$ cat config.mk
export PLATFORM = sky130hd
export DESIGN_NAME = chain_frame_rx
export DESIGN_NICKNAME = d
export VERILOG_FILES = /design/src/rtl/chain_rx_pkg.sv /design/src/rtl/chain_rx_ctrl.sv /design/src/rtl/chain_rx_datapath.sv /design/src/rtl/chain_frame_rx.sv
export SDC_FILE = /design/constraint.sdc
export NUM_CORES = 1
export LEC_CHECK = 0
export BUFFER_PORTS_ARGS = -buffer_cell sky130_fd_sc_hd__buf_2
export CORE_MARGIN = 10
export CORE_UTILIZATION = 59
export CTS_BUF_LIST = sky130_fd_sc_hd__clkbuf_4 sky130_fd_sc_hd__clkbuf_8
export DETAILED_ROUTE_END_ITERATION = 12
export HOLD_SLACK_MARGIN = 0.08
export PLACE_DENSITY_LB_ADDON = 0.15
export SKIP_CTS_REPAIR_TIMING = 1
export SYNTH_ARGS = -nofsm -noshare
export SYNTH_HDL_FRONTEND = slang
export SYNTH_HIERARCHICAL = 1
export SYNTH_SLANG_ARGS = --single-unit
$ cat constraint.sdc
create_clock -name clk -period 2.7 [get_ports clk]
set_clock_uncertainty 0.15 [all_clocks]
set_input_delay 0.135 -clock clk [delete_from_list [all_inputs] [get_ports clk]]
set_output_delay 0.135 -clock clk [all_outputs]
set_load 0.01 [all_outputs]
$ cat src/rtl/chain_rx_pkg.sv
package chain_rx_pkg;
  // strobes from the control half to the datapath half
  typedef struct packed {
    logic shiftEn;   // take dinIn into the shift register this cycle
    logic lastBit;   // this shift completes the frame
    logic csIdle;    // select is deasserted
  } rxStrobe_t;
endpackage

$ cat src/rtl/chain_rx_ctrl.sv
module chain_rx_ctrl
  import chain_rx_pkg::*;
#(
  parameter int FRAME_BITS = 24
) (
  input  logic      clk,
  input  logic      rst_n,
  input  logic      sclkIn,
  input  logic      csN,
  output rxStrobe_t strobe
);
  localparam int CW = $clog2(FRAME_BITS + 1);

  typedef enum logic [1:0] {ST_ARMED, ST_SHIFT, ST_HELD} rxState_t;

  rxState_t      state;
  logic          sclkPrev;
  logic [CW-1:0] bitCnt;
  logic          sclkFall;

  assign sclkFall = sclkPrev && !sclkIn;

  always_comb begin
    strobe.csIdle  = csN;
    strobe.shiftEn = !csN && sclkFall && (state != ST_HELD);
    strobe.lastBit = strobe.shiftEn && (bitCnt == CW'(FRAME_BITS - 1));
  end

  always_ff @(posedge clk or negedge rst_n) begin
    if (!rst_n) begin
      sclkPrev <= 1'b0;
      bitCnt   <= '0;
      state    <= ST_ARMED;
    end else begin
      sclkPrev <= sclkIn;
      if (csN) begin
        bitCnt <= '0;
        state  <= ST_ARMED;
      end else if (strobe.shiftEn) begin
        bitCnt <= bitCnt + 1'b1;
        state  <= strobe.lastBit ? ST_HELD : ST_SHIFT;
      end
    end
  end

  // a deasserted select always restarts the bit count
  p_cnt_restart_r6: assert property (@(posedge clk) disable iff (!rst_n)
    csN |=> (bitCnt == '0));
  // the count never runs past one frame
  p_cnt_bound_r5: assert property (@(posedge clk) disable iff (!rst_n)
    bitCnt <= CW'(FRAME_BITS));
  // no shifting while deselected
  p_no_shift_idle_r3: assert property (@(posedge clk) disable iff (!rst_n)
    csN |=> $stable(bitCnt) || bitCnt == '0);
endmodule

$ cat src/rtl/chain_rx_datapath.sv
module chain_rx_datapath
  import chain_rx_pkg::*;
#(
  parameter int          FRAME_BITS = 24,
  parameter int          CMD_BITS   = 8,
  parameter logic [7:0]  PWR_CMD    = 8'h03,
  parameter int          RDY_EN_BIT = 0,
  localparam int         DATA_BITS  = FRAME_BITS - CMD_BITS
) (
  input  logic                 clk,
  input  logic                 rst_n,
  input  logic                 dinIn,
  input  rxStrobe_t            strobe,
  output logic [CMD_BITS-1:0]  cmdByte,
  output logic [DATA_BITS-1:0] dataWord,
  output logic                 frameValid,
  output logic                 readyN
);
  logic [FRAME_BITS-2:0]  shiftReg;
  logic [FRAME_BITS-1:0]  frameNext;
  logic [CMD_BITS-1:0]    cmdNext;
  logic [DATA_BITS-1:0]   dataNext;
  logic                   readyEn;
  logic                   enNext;

  always_comb begin
    frameNext = {shiftReg, dinIn};
    cmdNext   = frameNext[FRAME_BITS-1 -: CMD_BITS];
    dataNext  = frameNext[DATA_BITS-1:0];
    enNext    = (cmdNext == CMD_BITS'(PWR_CMD)) ? dataNext[RDY_EN_BIT] : readyEn;
  end

  always_ff @(posedge clk or negedge rst_n) begin
    if (!rst_n) begin
      shiftReg   <= '0;
      cmdByte    <= '0;
      dataWord   <= '0;
      frameValid <= 1'b0;
      readyEn    <= 1'b1;
      readyN     <= 1'b1;
    end else begin
      frameValid <= 1'b0;
      if (strobe.shiftEn) shiftReg <= frameNext[FRAME_BITS-2:0];
      if (strobe.lastBit) begin
        cmdByte    <= cmdNext;
        dataWord   <= dataNext;
        frameValid <= 1'b1;
        readyEn    <= enNext;
        if (enNext) readyN <= 1'b0;
      end
      if (strobe.csIdle) readyN <= 1'b1;
    end
  end

  // handoff released the cycle after select goes high
  p_ready_release_r4: assert property (@(posedge clk) disable iff (!rst_n)
    strobe.csIdle |=> readyN);
  // handoff only ever starts alongside a completed frame
  p_ready_with_frame_r4: assert property (@(posedge clk) disable iff (!rst_n)
    $fell(readyN) |-> frameValid);
  // the valid strobe lasts one cycle
  p_valid_pulse_r2: assert property (@(posedge clk) disable iff (!rst_n)
    frameValid |=> !frameValid);
  // a disabled handoff keeps readyN high
  p_disabled_quiet_r7: assert property (@(posedge clk) disable iff (!rst_n)
    !readyEn |-> readyN);
endmodule

$ cat src/rtl/chain_frame_rx.sv
module chain_frame_rx
  import chain_rx_pkg::*;
#(
  parameter int          FRAME_BITS = 24,
  parameter int          CMD_BITS   = 8,
  parameter logic [7:0]  PWR_CMD    = 8'h03,
  parameter int          RDY_EN_BIT = 0,
  localparam int         DATA_BITS  = FRAME_BITS - CMD_BITS
) (
  input  logic                 clk,
  input  logic                 rst_n,
  input  logic                 sclkIn,
  input  logic                 csN,
  input  logic                 dinIn,
  output logic                 readyN,
  output logic                 frameValid,
  output logic [CMD_BITS-1:0]  cmdByte,
  output logic [DATA_BITS-1:0] dataWord
);
  rxStrobe_t strobe;

  chain_rx_ctrl #(.FRAME_BITS(FRAME_BITS)) ctrl_i (
    .clk    (clk),
    .rst_n  (rst_n),
    .sclkIn (sclkIn),
    .csN    (csN),
    .strobe (strobe)
  );

  chain_rx_datapath #(
    .FRAME_BITS (FRAME_BITS),
    .CMD_BITS   (CMD_BITS),
    .PWR_CMD    (PWR_CMD),
    .RDY_EN_BIT (RDY_EN_BIT)
  ) dp_i (
    .clk        (clk),
    .rst_n      (rst_n),
    .dinIn      (dinIn),
    .strobe     (strobe),
    .cmdByte    (cmdByte),
    .dataWord   (dataWord),
    .frameValid (frameValid),
    .readyN     (readyN)
  );
endmodule

==> impl_metrics.env, run 1 <==
export IMPL_path_clk_slew_ns=0.06
export IMPL_finalHoldViolCount=0
export IMPL_worstMarginPinSlew_ns=0.903
export IMPL_cts_sinks=58
export IMPL_slew_violations=0
export IMPL_end_kind="register"
export IMPL_numCtsBuffers=9
export IMPL_irDropWorstVdd_mv=0.368
export IMPL_fmax_ghz=0.464
export IMPL_antenna_found_initial=0
export IMPL_insertion_delay_ns=0.32
export IMPL_p_leak_nw=1.42
export IMPL_ant_nets=0
export IMPL_cp_cell_sequence="dlygate4sd3_1 -> buf_2 -> nand2b_4 -> or2_1 -> nor3_2 -> buf_4 -> nor2b_1 -> and4_1 -> a311oi_1"
export IMPL_areaGrowthSynthToFinish_pct=17.7
export IMPL_critPathKind="input port to register"
export IMPL_setup_viol=0
export IMPL_critPathMaxStageDelay_ns=0.54
export IMPL_period_needed_ns=2.16
export IMPL_setup_tns_final_ns=0
export IMPL_clk_path_buf_depth=2
export IMPL_drt_initial_drc_count=57
export IMPL_synthMuxAreaShare=0.233
export IMPL_synthArstFlopShare=1.00
export IMPL_syn_nets=160
export IMPL_cts_tree="done"
export IMPL_synth_adder_area_share=0.00536
export IMPL_slew_headroom=0.398
export IMPL_syn_inst=154
export IMPL_ys_seq_area_frac=0.623
export IMPL_gp_congestion=0.792
export IMPL_critPathLaunchType="input port"
export IMPL_ys_ff_latch=58
export IMPL_syn_avg_cell_area_um2=15.1
export IMPL_yosys_area_share_simple=0.0735
export IMPL_drcViolationCount=0
export IMPL_syn_cell_area_mm2=0.00233
export IMPL_grt_pass1_vias=1530
export IMPL_crit_fanout=14
export IMPL_crit_slowest_cell="dlygate4sd3_1"
export IMPL_port_buffers=30
export IMPL_synth_xor_xnor_area_share=0
export IMPL_std_cell_rows=22
export IMPL_grt_max_degree=43
export IMPL_synth_edf_count=0
export IMPL_required_ns=2.79
export IMPL_die_width_um=82.9
export IMPL_rsz0062_at_grt="false"
export IMPL_core_mm2=0.00374
export IMPL_crit_family="simple AND/OR/NAND/NOR gates"
export IMPL_crit_buf_inv=3
export IMPL_via_per_inst=5.57
export IMPL_ys_types=31
export IMPL_gr_total_overflow=0
export IMPL_fin_nets=202
export IMPL_synth_warnings=6
export IMPL_grt_pass1_wl_um=7310
export IMPL_die_h_um=82.9
export IMPL_synth_ff_type="dfrtp_1"
export IMPL_crit_arrival_ns=2.25
export IMPL_wl_per_cell_um=16.9
export IMPL_initial_core_util=0.623
export IMPL_run_status="finished clean"
export IMPL_io_pins=31
export IMPL_post_dp_hpwl_um=2940
export IMPL_synth_compound_area_frac=0.0359
export IMPL_synth_top_family_by_area="multiplexers"
export IMPL_dr_pass1_iters=6
export IMPL_post_route_util=0.733
export IMPL_route_vias_total=1377
export IMPL_die_area_mm2=0.00687
export IMPL_cellPowerDensity_mw_per_mm2=636
export IMPL_htree_num_levels=3
export IMPL_hp_class="input port to register"
export IMPL_diodes=0
export IMPL_period_share=0.799
export IMPL_routed_wl_um=4180
export IMPL_drive_gt1_frac=0.487
export IMPL_grt_total_usage=0.132
export IMPL_ctsRootBufferMaster="clkbuf_8"
export IMPL_drv_cap=0
flip-flops by register name, summed over array words and instances (netlist names):
register         count
ctrl_i/state         2
dp_i/readyN          1
dp_i/readyEn         1
dp_i/frameValid      1
dp_i/dataWord       16
dp_i/cmdByte         8
ctrl_i/sclkPrev      1
ctrl_i/bitCnt        5
dp_i/shiftReg       23
worst paths after layout:
| path | end | startpoint | cells after the start | slack [ns] |
|---|---|---|---|---|
| worst max-delay path | dp_i/readyN | sclkIn | 9 | 0.54 |
| worst min-delay path | ctrl_i/sclkPrev | sclkIn | 2 | 0.32 |
| worst max register to register | dp_i/readyN | ctrl_i/state[1] | 7 | 0.67 |
| worst min register to register | dp_i/cmdByte[6] | dp_i/cmdByte[6] | 1 | 0.33 |
| max in group asynchronous | dp_i/dataWord[13] | rst_n | 3 | 1.37 |
| min in group asynchronous | dp_i/frameValid | rst_n | 2 | 0.33 |
synth_stat cells, types with 2 or more instances:
cell      n  share of area
a21oi_1   6          0.013
or4_1     3         0.0097
inv_1     2         0.0032
nor2_1    2         0.0032
mux2_2   39           0.19
or3_1     2         0.0054
nand3_1   3         0.0064
dfstp_2   2          0.023
nor3_1    2         0.0043
o21ai_0   3         0.0064
mux2_1    8          0.039
buf_6     2         0.0097
buf_2     5          0.011
o31ai_1   3         0.0097
dfrtp_1  56           0.60
layer usage:
layer	GRT usage	part of all wire	wire (µm)	vias up
met2	0.212	0.52	2180	31
met3	0.0449	0.049	204	6
li1	-	-	-	634
met5	0	0	0	-
met1	0.142	0.41	1720	706
met4	0.0969	0.018	75	0
through the flow:
step	std cells	setup slack, ns	hold slack (ns)	power [mW]	cell area [µm²]
after floorplan	154	0.654	-0.311	1.05	2330
after global placement	229	0.850	0.108	1.08	2540
after detailed placement	229	0.739	0.109	1.09	2540
after CTS	243	0.698	-0.236	1.77	2700
after global routing	247	0.440	0.320	1.84	2740
final	247	0.543	0.324	1.75	2740
report_power, final:
part / internal, mW / total (mW) / switching (mW)
registers: 0.931 / 0.975 / 0.0439
logic: 0.0601 / 0.106 / 0.0461
clock network: 0.389 / 0.665 / 0.276
total: 1.38 / 1.75 / 0.366
worst register-to-register path, stage by stage (launching register included):
cell	delay, ns
dfrtp_1	0.39
nor2b_4	0.17
or2_1	0.26
nor3_2	0.25
buf_4	0.27
nor2b_1	0.20
and4_1	0.21
a311oi_1	0.05
layout make-up:
type,instances,area (µm²)
fill,259,1000
multi-input combinational,85,820
timing repair buffer,40,235
sequential,58,1450
tap,48,60.1
inverter,2,7.51
clock buffer,14,168
layout by cell type, fill, tap and decap left out, types with 2 or more instances in the layout:
cell type | Yosys | final
a21oi_1 | 6 | 6
buf_2 | 5 | 30
buf_4 | 1 | 6
clkbuf_4 | 0 | 4
clkbuf_8 | 0 | 10
dfrtp_1 | 56 | 56
dfstp_2 | 2 | 2
dlygate4sd3_1 | 0 | 4
inv_1 | 2 | 2
mux2_1 | 8 | 8
mux2_2 | 39 | 39
nand3_1 | 3 | 3
o21ai_0 | 3 | 3
o31ai_1 | 3 | 3
or3_1 | 2 | 2
or4_1 | 3 | 3
cells by family (layout without fill, tap and decap cells):
family / after synthesis / count (layout)
simple gates: 22 / 22
fa+ha+maj: 1 / 1
buf+inv: 11 / 56
mux: 48 / 48
compound gates: 14 / 14
flops: 58 / 58
Note: power is estimated with default switching activity, not from simulation.
==> run 2, diff against run 1 <==
--- a/config.mk
+++ b/config.mk
@@ -7,7 +7,7 @@
 export LEC_CHECK = 0
 export BUFFER_PORTS_ARGS = -buffer_cell sky130_fd_sc_hd__buf_2
 export CORE_MARGIN = 10
-export CORE_UTILIZATION = 59
+export CORE_UTILIZATION = 53
 export CTS_BUF_LIST = sky130_fd_sc_hd__clkbuf_4 sky130_fd_sc_hd__clkbuf_8
 export DETAILED_ROUTE_END_ITERATION = 12
 export HOLD_SLACK_MARGIN = 0.08
==> constraint.sdc (replaced) <==
create_clock -name clk -period 1.82 [get_ports clk]
set_clock_uncertainty 0.15 [all_clocks]
set_input_delay 0.091 -clock clk [delete_from_list [all_inputs] [get_ports clk]]
set_output_delay 0.091 -clock clk [all_outputs]
set_load 0.01 [all_outputs]
==> impl_metrics.env, run 2 (synthesis gave the netlist of run 1 again) <==
export IMPL_violations="setup timing"
export IMPL_power_switching_uw=614
export IMPL_crit_buf_inv=2
export IMPL_period_share=1.02
export IMPL_crit_fanout=6
export IMPL_drv_cap=0
export IMPL_grt_pass1_vias=1473
export IMPL_cts_sinks=58
export IMPL_placed_cells=237
export IMPL_largest_register="dp_i/shiftReg"
export IMPL_irDropWorstVdd_mv=0.630
export IMPL_pre_cts_slack_ns=-0.0700
export IMPL_crit_slowest_cell="dfrtp_1"
export IMPL_fillers=309
export IMPL_routed_wl_um=4260
export IMPL_cellPowerDensity_mw_per_mm2=988
export IMPL_p_leak_nw=1.50
export IMPL_areaGrowthSynthToFinish_pct=26.2
export IMPL_die_h_um=86.3
export IMPL_insertion_delay_ns=0.33
export IMPL_io_pins=31
export IMPL_ff_latch_area_mm2=0.00145
export IMPL_p_clk_frac=0.445
export IMPL_fin_hold_ws_ns=0.0732
export IMPL_hp_class="input port to register"
export IMPL_required_ns=1.88
export IMPL_slew_violations=0
export IMPL_clk_path_buf_depth=2
export IMPL_post_route_worst_setup_slack_ns=-0.0326
export IMPL_antenna_found_initial=0
export IMPL_drcViolationCount=0
export IMPL_grt_total_usage=0.120
export IMPL_period_needed_ns=1.85
export IMPL_wl_met1_um=1820
export IMPL_drt_initial_drc_count=51
export IMPL_multi_input_area_um2=848
export IMPL_finalHoldViolCount=0
export IMPL_worstMarginPinSlew_ns=0.458
export IMPL_die_area_mm2=0.00745
export IMPL_end_kind="register"
export IMPL_instances_no_fill=261
export IMPL_ctsRootBufferMaster="clkbuf_8"
export IMPL_setup_viol=16
export IMPL_grt_max_degree=41
export IMPL_min_from="sclkIn"
export IMPL_sw_frac_of_total=0.211
export IMPL_crit_family="simple AND/OR/NAND/NOR gates"
export IMPL_fin_area_mm2=0.00294
export IMPL_die_width_um=86.3
export IMPL_reg_top3="dp_i/shiftReg (23), dp_i/dataWord (16), dp_i/cmdByte (8)"
export IMPL_largest_reg_flops=23
export IMPL_critPathLaunch="ctrl_i/state[1]"
export IMPL_std_cell_rows=24
export IMPL_initial_core_util=0.543
export IMPL_grt_pass1_wl_um=7020
export IMPL_pwr_share_seq=0.498
export IMPL_cp_cell_sequence="nor2b_4 -> or2_4 -> nor3_4 -> buf_6 -> buf_8 -> mux2_2"
export IMPL_critPathLaunchType="register"
export IMPL_dr_max_layer_used="met4"
export IMPL_power_mw=2.91
export IMPL_route_vias_total=1408
export IMPL_wl_per_cell_um=16.3
export IMPL_dr_wl_met2_um=2120
export IMPL_post_dp_hpwl_um=2780
export IMPL_crit_arrival_ns=1.91
export IMPL_core_mm2=0.00429
export IMPL_p_int_mw=2.29
export IMPL_path_clk_slew_ns=0.07
export IMPL_drive_gt1_frac=0.522
export IMPL_run_status="finished with violations"
export IMPL_placed_area_mm2=0.00261
export IMPL_critPathKind="register to register"
export IMPL_power_frac_comb=0.058
export IMPL_diodes=0
export IMPL_via_per_inst=5.39
export IMPL_rsz0062_at_grt="true"
export IMPL_slew_headroom=0.695
export IMPL_port_buffers=30
export IMPL_fin_nets=210
export IMPL_wl_met3_um=244
export IMPL_htree_num_levels=3
export IMPL_fmax_ghz=0.540
export IMPL_ant_nets=0
export IMPL_critPathMaxStageDelay_ns=0.38
export IMPL_gr_total_overflow=0
export IMPL_dr_pass1_iters=4
export IMPL_gp_congestion=0.780
export IMPL_cts_tree="done"
export IMPL_layout_commonest_cell="dfrtp_1"
export IMPL_setup_tns_final_ns=-0.326
export IMPL_final_cell_mix="dfrtp_1, mux2_2, buf_2"
export IMPL_crit_reg2reg_launch="ctrl_i/state[1]"
export IMPL_post_route_util=0.686
export IMPL_numCtsBuffers=9
==> run 2: changes by cell type in the layout (fill, tap and decap cells not counted), sizes merged <==
cell      before  now
clkbuf        14   11
bufinv         0    2
clkinvlp       0    1
clkinv         0    2
buf           36   44
==> run 2: path summary, 6_finish.rpt <==
| path | to | slack (ns) | depth (start not counted) |
|---|---|---|---|
| min in group asynchronous | ctrl_i/bitCnt[0] | 0.09 | 2 |
| max in group asynchronous | dp_i/shiftReg[5] | 0.87 | 3 |
| worst min register to register | dp_i/dataWord[1] | 0.33 | 1 |
| worst max register to register | dp_i/dataWord[14] | -0.03 | 6 |
| worst max-delay path | dp_i/dataWord[14] | -0.03 | 6 |
| worst min-delay path | ctrl_i/state[0] | 0.07 | 4 |
==> run 2: per-layer routing <==
| layer | up-vias | global-route usage |
|---|---|---|
| met1 | 718 | 0.128 |
| met3 | 7 | 0.0600 |
| met4 | 0 | 0.0751 |
| li1 | 655 | - |
| met5 | - | 0 |
| met2 | 28 | 0.187 |
==> run 2: cell type report <==
| type | count | share of cell area |
|---|---|---|
| Clock buffer | 11 | 0.0493 |
| Clock inverter | 5 | 0.0263 |
| Inverter | 2 | 0.00255 |
| Multi-Input combinational cell | 85 | 0.288 |
| Sequential cell | 58 | 0.494 |
| Tap cell | 52 | 0.0221 |
| Timing Repair Buffer | 48 | 0.118 |
==> run 2: worst reg2reg max path: stages (launching register included) <==
cell and delay (ns):
dfrtp_1 0.38, nor2b_4 0.13, or2_4 0.25, nor3_4 0.20
buf_6 0.16, buf_8 0.13, mux2_2 0.33
==> run 2: power by group through the flow <==
stage | Combinational, mW | Sequential (mW) | Clock (mW)
floorplan | 0.110 | 1.44 | 0
global placement | 0.155 | 1.46 | 0
detailed placement | 0.162 | 1.47 | 0
CTS | 0.165 | 1.44 | 1.33
global route | 0.188 | 1.46 | 1.40
finish | 0.168 | 1.45 | 1.29
==> run 3, diff against run 2 <==
--- a/config.mk
+++ b/config.mk
@@ -11,7 +11,7 @@
 export CTS_BUF_LIST = sky130_fd_sc_hd__clkbuf_4 sky130_fd_sc_hd__clkbuf_8
 export DETAILED_ROUTE_END_ITERATION = 12
 export HOLD_SLACK_MARGIN = 0.08
-export PLACE_DENSITY_LB_ADDON = 0.15
+export PLACE_DENSITY = 0.78
 export SKIP_CTS_REPAIR_TIMING = 1
 export SYNTH_ARGS = -nofsm -noshare
 export SYNTH_HDL_FRONTEND = slang
==> impl_metrics.env, run 3 (synthesis gave the netlist of run 1 again) <==
export IMPL_run_status="finished with violations"
export IMPL_violations="hold timing, setup timing"
export IMPL_cts_sinks=58
export IMPL_p_leak_nw=1.50
export IMPL_antenna_found_initial=0
export IMPL_crit_reg2reg_launch="ctrl_i/state[1]"
export IMPL_initial_core_util=0.543
export IMPL_gp_congestion=0.768
export IMPL_diodes=0
export IMPL_htree_num_levels=3
export IMPL_crit_slowest_cell="dfrtp_1"
export IMPL_grt_total_usage=0.122
export IMPL_grt_pass1_wl_um=7230
export IMPL_final_cell_mix="dfrtp_1, mux2_2, buf_2"
export IMPL_largest_register="dp_i/shiftReg"
export IMPL_path_clk_slew_ns=0.06
export IMPL_drt_initial_drc_count=93
export IMPL_critPathMaxStageDelay_ns=0.38
export IMPL_drcViolationCount=0
export IMPL_cp_endpoint="dp_i/dataWord[3]"
export IMPL_finalHoldViolCount=4
export IMPL_grt_met2_usage=0.187
export IMPL_setup_viol=23
export IMPL_grtUsageMet3=0.0600
export IMPL_post_route_worst_setup_slack_ns=-0.0617
export IMPL_reg_top3="dp_i/shiftReg (23), dp_i/dataWord (16), dp_i/cmdByte (8)"
export IMPL_routed_wl_um=4590
export IMPL_drv_cap=0
export IMPL_die_area_mm2=0.00745
export IMPL_gr_total_overflow=0
export IMPL_ant_nets=0
export IMPL_layout_commonest_cell="dfrtp_1"
export IMPL_critPathLaunch="ctrl_i/state[1]"
export IMPL_irDropWorstVdd_mv=0.629
export IMPL_dr_pass1_iters=4
export IMPL_drive_gt1_frac=0.538
export IMPL_io_pins=31
export IMPL_worstMarginPinSlew_ns=0.429
export IMPL_slew_violations=0
export IMPL_crit_arrival_ns=1.94
export IMPL_ctsRootBufferMaster="clkbuf_8"
export IMPL_r2r_worst_path_cells=6
export IMPL_route_vias_total=1424
export IMPL_rsz0062_at_grt="true"
export IMPL_gr_max_usage_layer="met2"
export IMPL_fin_hold_ws_ns=-0.0894
export IMPL_slew_headroom=0.713
export IMPL_numCtsBuffers=9
export IMPL_core_mm2=0.00429
export IMPL_fin_nets=212
export IMPL_cellPowerDensity_mw_per_mm2=966
export IMPL_wl_per_cell_um=17.5
export IMPL_required_ns=1.88
export IMPL_end_kind="register"
export IMPL_fmax_ghz=0.531
export IMPL_critPathLaunchType="register"
export IMPL_die_width_um=86.3
export IMPL_post_dp_hpwl_um=3080
export IMPL_setup_tns_final_ns=-0.894
export IMPL_crit_fanout=8
export IMPL_die_h_um=86.3
export IMPL_via_per_inst=5.44
export IMPL_timing_rr_end="dp_i/dataWord[3]"
export IMPL_critPathKind="register to register"
export IMPL_cts_tree="done"
export IMPL_grt_util_met1=0.143
export IMPL_largest_reg_flops=23
export IMPL_insertion_delay_ns=0.33
export IMPL_period_share=1.03
export IMPL_post_route_util=0.684
export IMPL_port_buffers=30
export IMPL_grt_pass1_vias=1506
export IMPL_grt_max_degree=28
export IMPL_areaGrowthSynthToFinish_pct=26.0
export IMPL_std_cell_rows=24
export IMPL_hp_class="input port to register"
export IMPL_reg2reg_slack_ns=-0.06
export IMPL_clk_path_buf_depth=2
export IMPL_cp_cell_sequence="nor2b_4 -> or2_4 -> nor3_4 -> buf_4 -> clkbuf_16 -> mux2_2"
export IMPL_period_needed_ns=1.88
[run 3: cell count changes in the layout (fill, tap and decap cells not counted), sizes merged]
cell	previous run	this run
buf	44	45
bufinv	2	1
clkbuf	11	14
clkinv	2	1
clkinvlp	1	0
[run 3: through the flow]
step | cells | total power, mW | setup WS [ns] | area [µm²]
after floorplan | 154 | 1.55 | -0.0388 | 2360
after global placement | 238 | 1.61 | 0.0441 | 2610
after detailed placement | 238 | 1.64 | -0.0254 | 2610
after CTS | 253 | 2.85 | -0.0648 | 2820
after global routing | 262 | 2.94 | -0.103 | 2940
final | 262 | 2.84 | -0.0617 | 2940
[run 3: critical path: cells and delay by family, from the launching register on]
family,cells,cell delay [ns]
buf+inv,2,0.31
flops,1,0.38
mux,1,0.33
simple gates,3,0.59
[run 3: worst min-delay path by stage]
stage          startpoint                end  cells after the start
3_5_place_dp        rst_n  dp_i/shiftReg[14]                      1
5_1_grt             dinIn       dp_i/readyEn                      2
3_3_place_gp        rst_n  dp_i/shiftReg[14]                      1
2_1_floorplan       rst_n   ctrl_i/bitCnt[0]                      0
4_1_cts             rst_n  dp_i/shiftReg[14]                      1
6_report            dinIn   dp_i/dataWord[0]                      2
[run 3: final cells by class]
type                       instances  area (µm²)
sequential                        58        1450
fill                             300        1360
clock buffer                      13         173
inverter                           2        7.51
clock inverter                     2        35.0
multi-input combinational         85         843
tap                               52        65.1
timing repair buffer              50         360
[run 3: metal layers]
metal  vias up  routed length, µm
met1       722               1940
met4         0                 77
li1        661                  -
met5         -                  0
met2        33               2290
met3         8                289
[run 3: where the power goes]
part | leakage [nW] | internal [mW] | switching, mW
registers | 0.787 | 1.38 | 0.0686
logic | 0.606 | 0.0960 | 0.0743
clock network | 0.109 | 0.750 | 0.468
total | 1.50 | 2.23 | 0.611
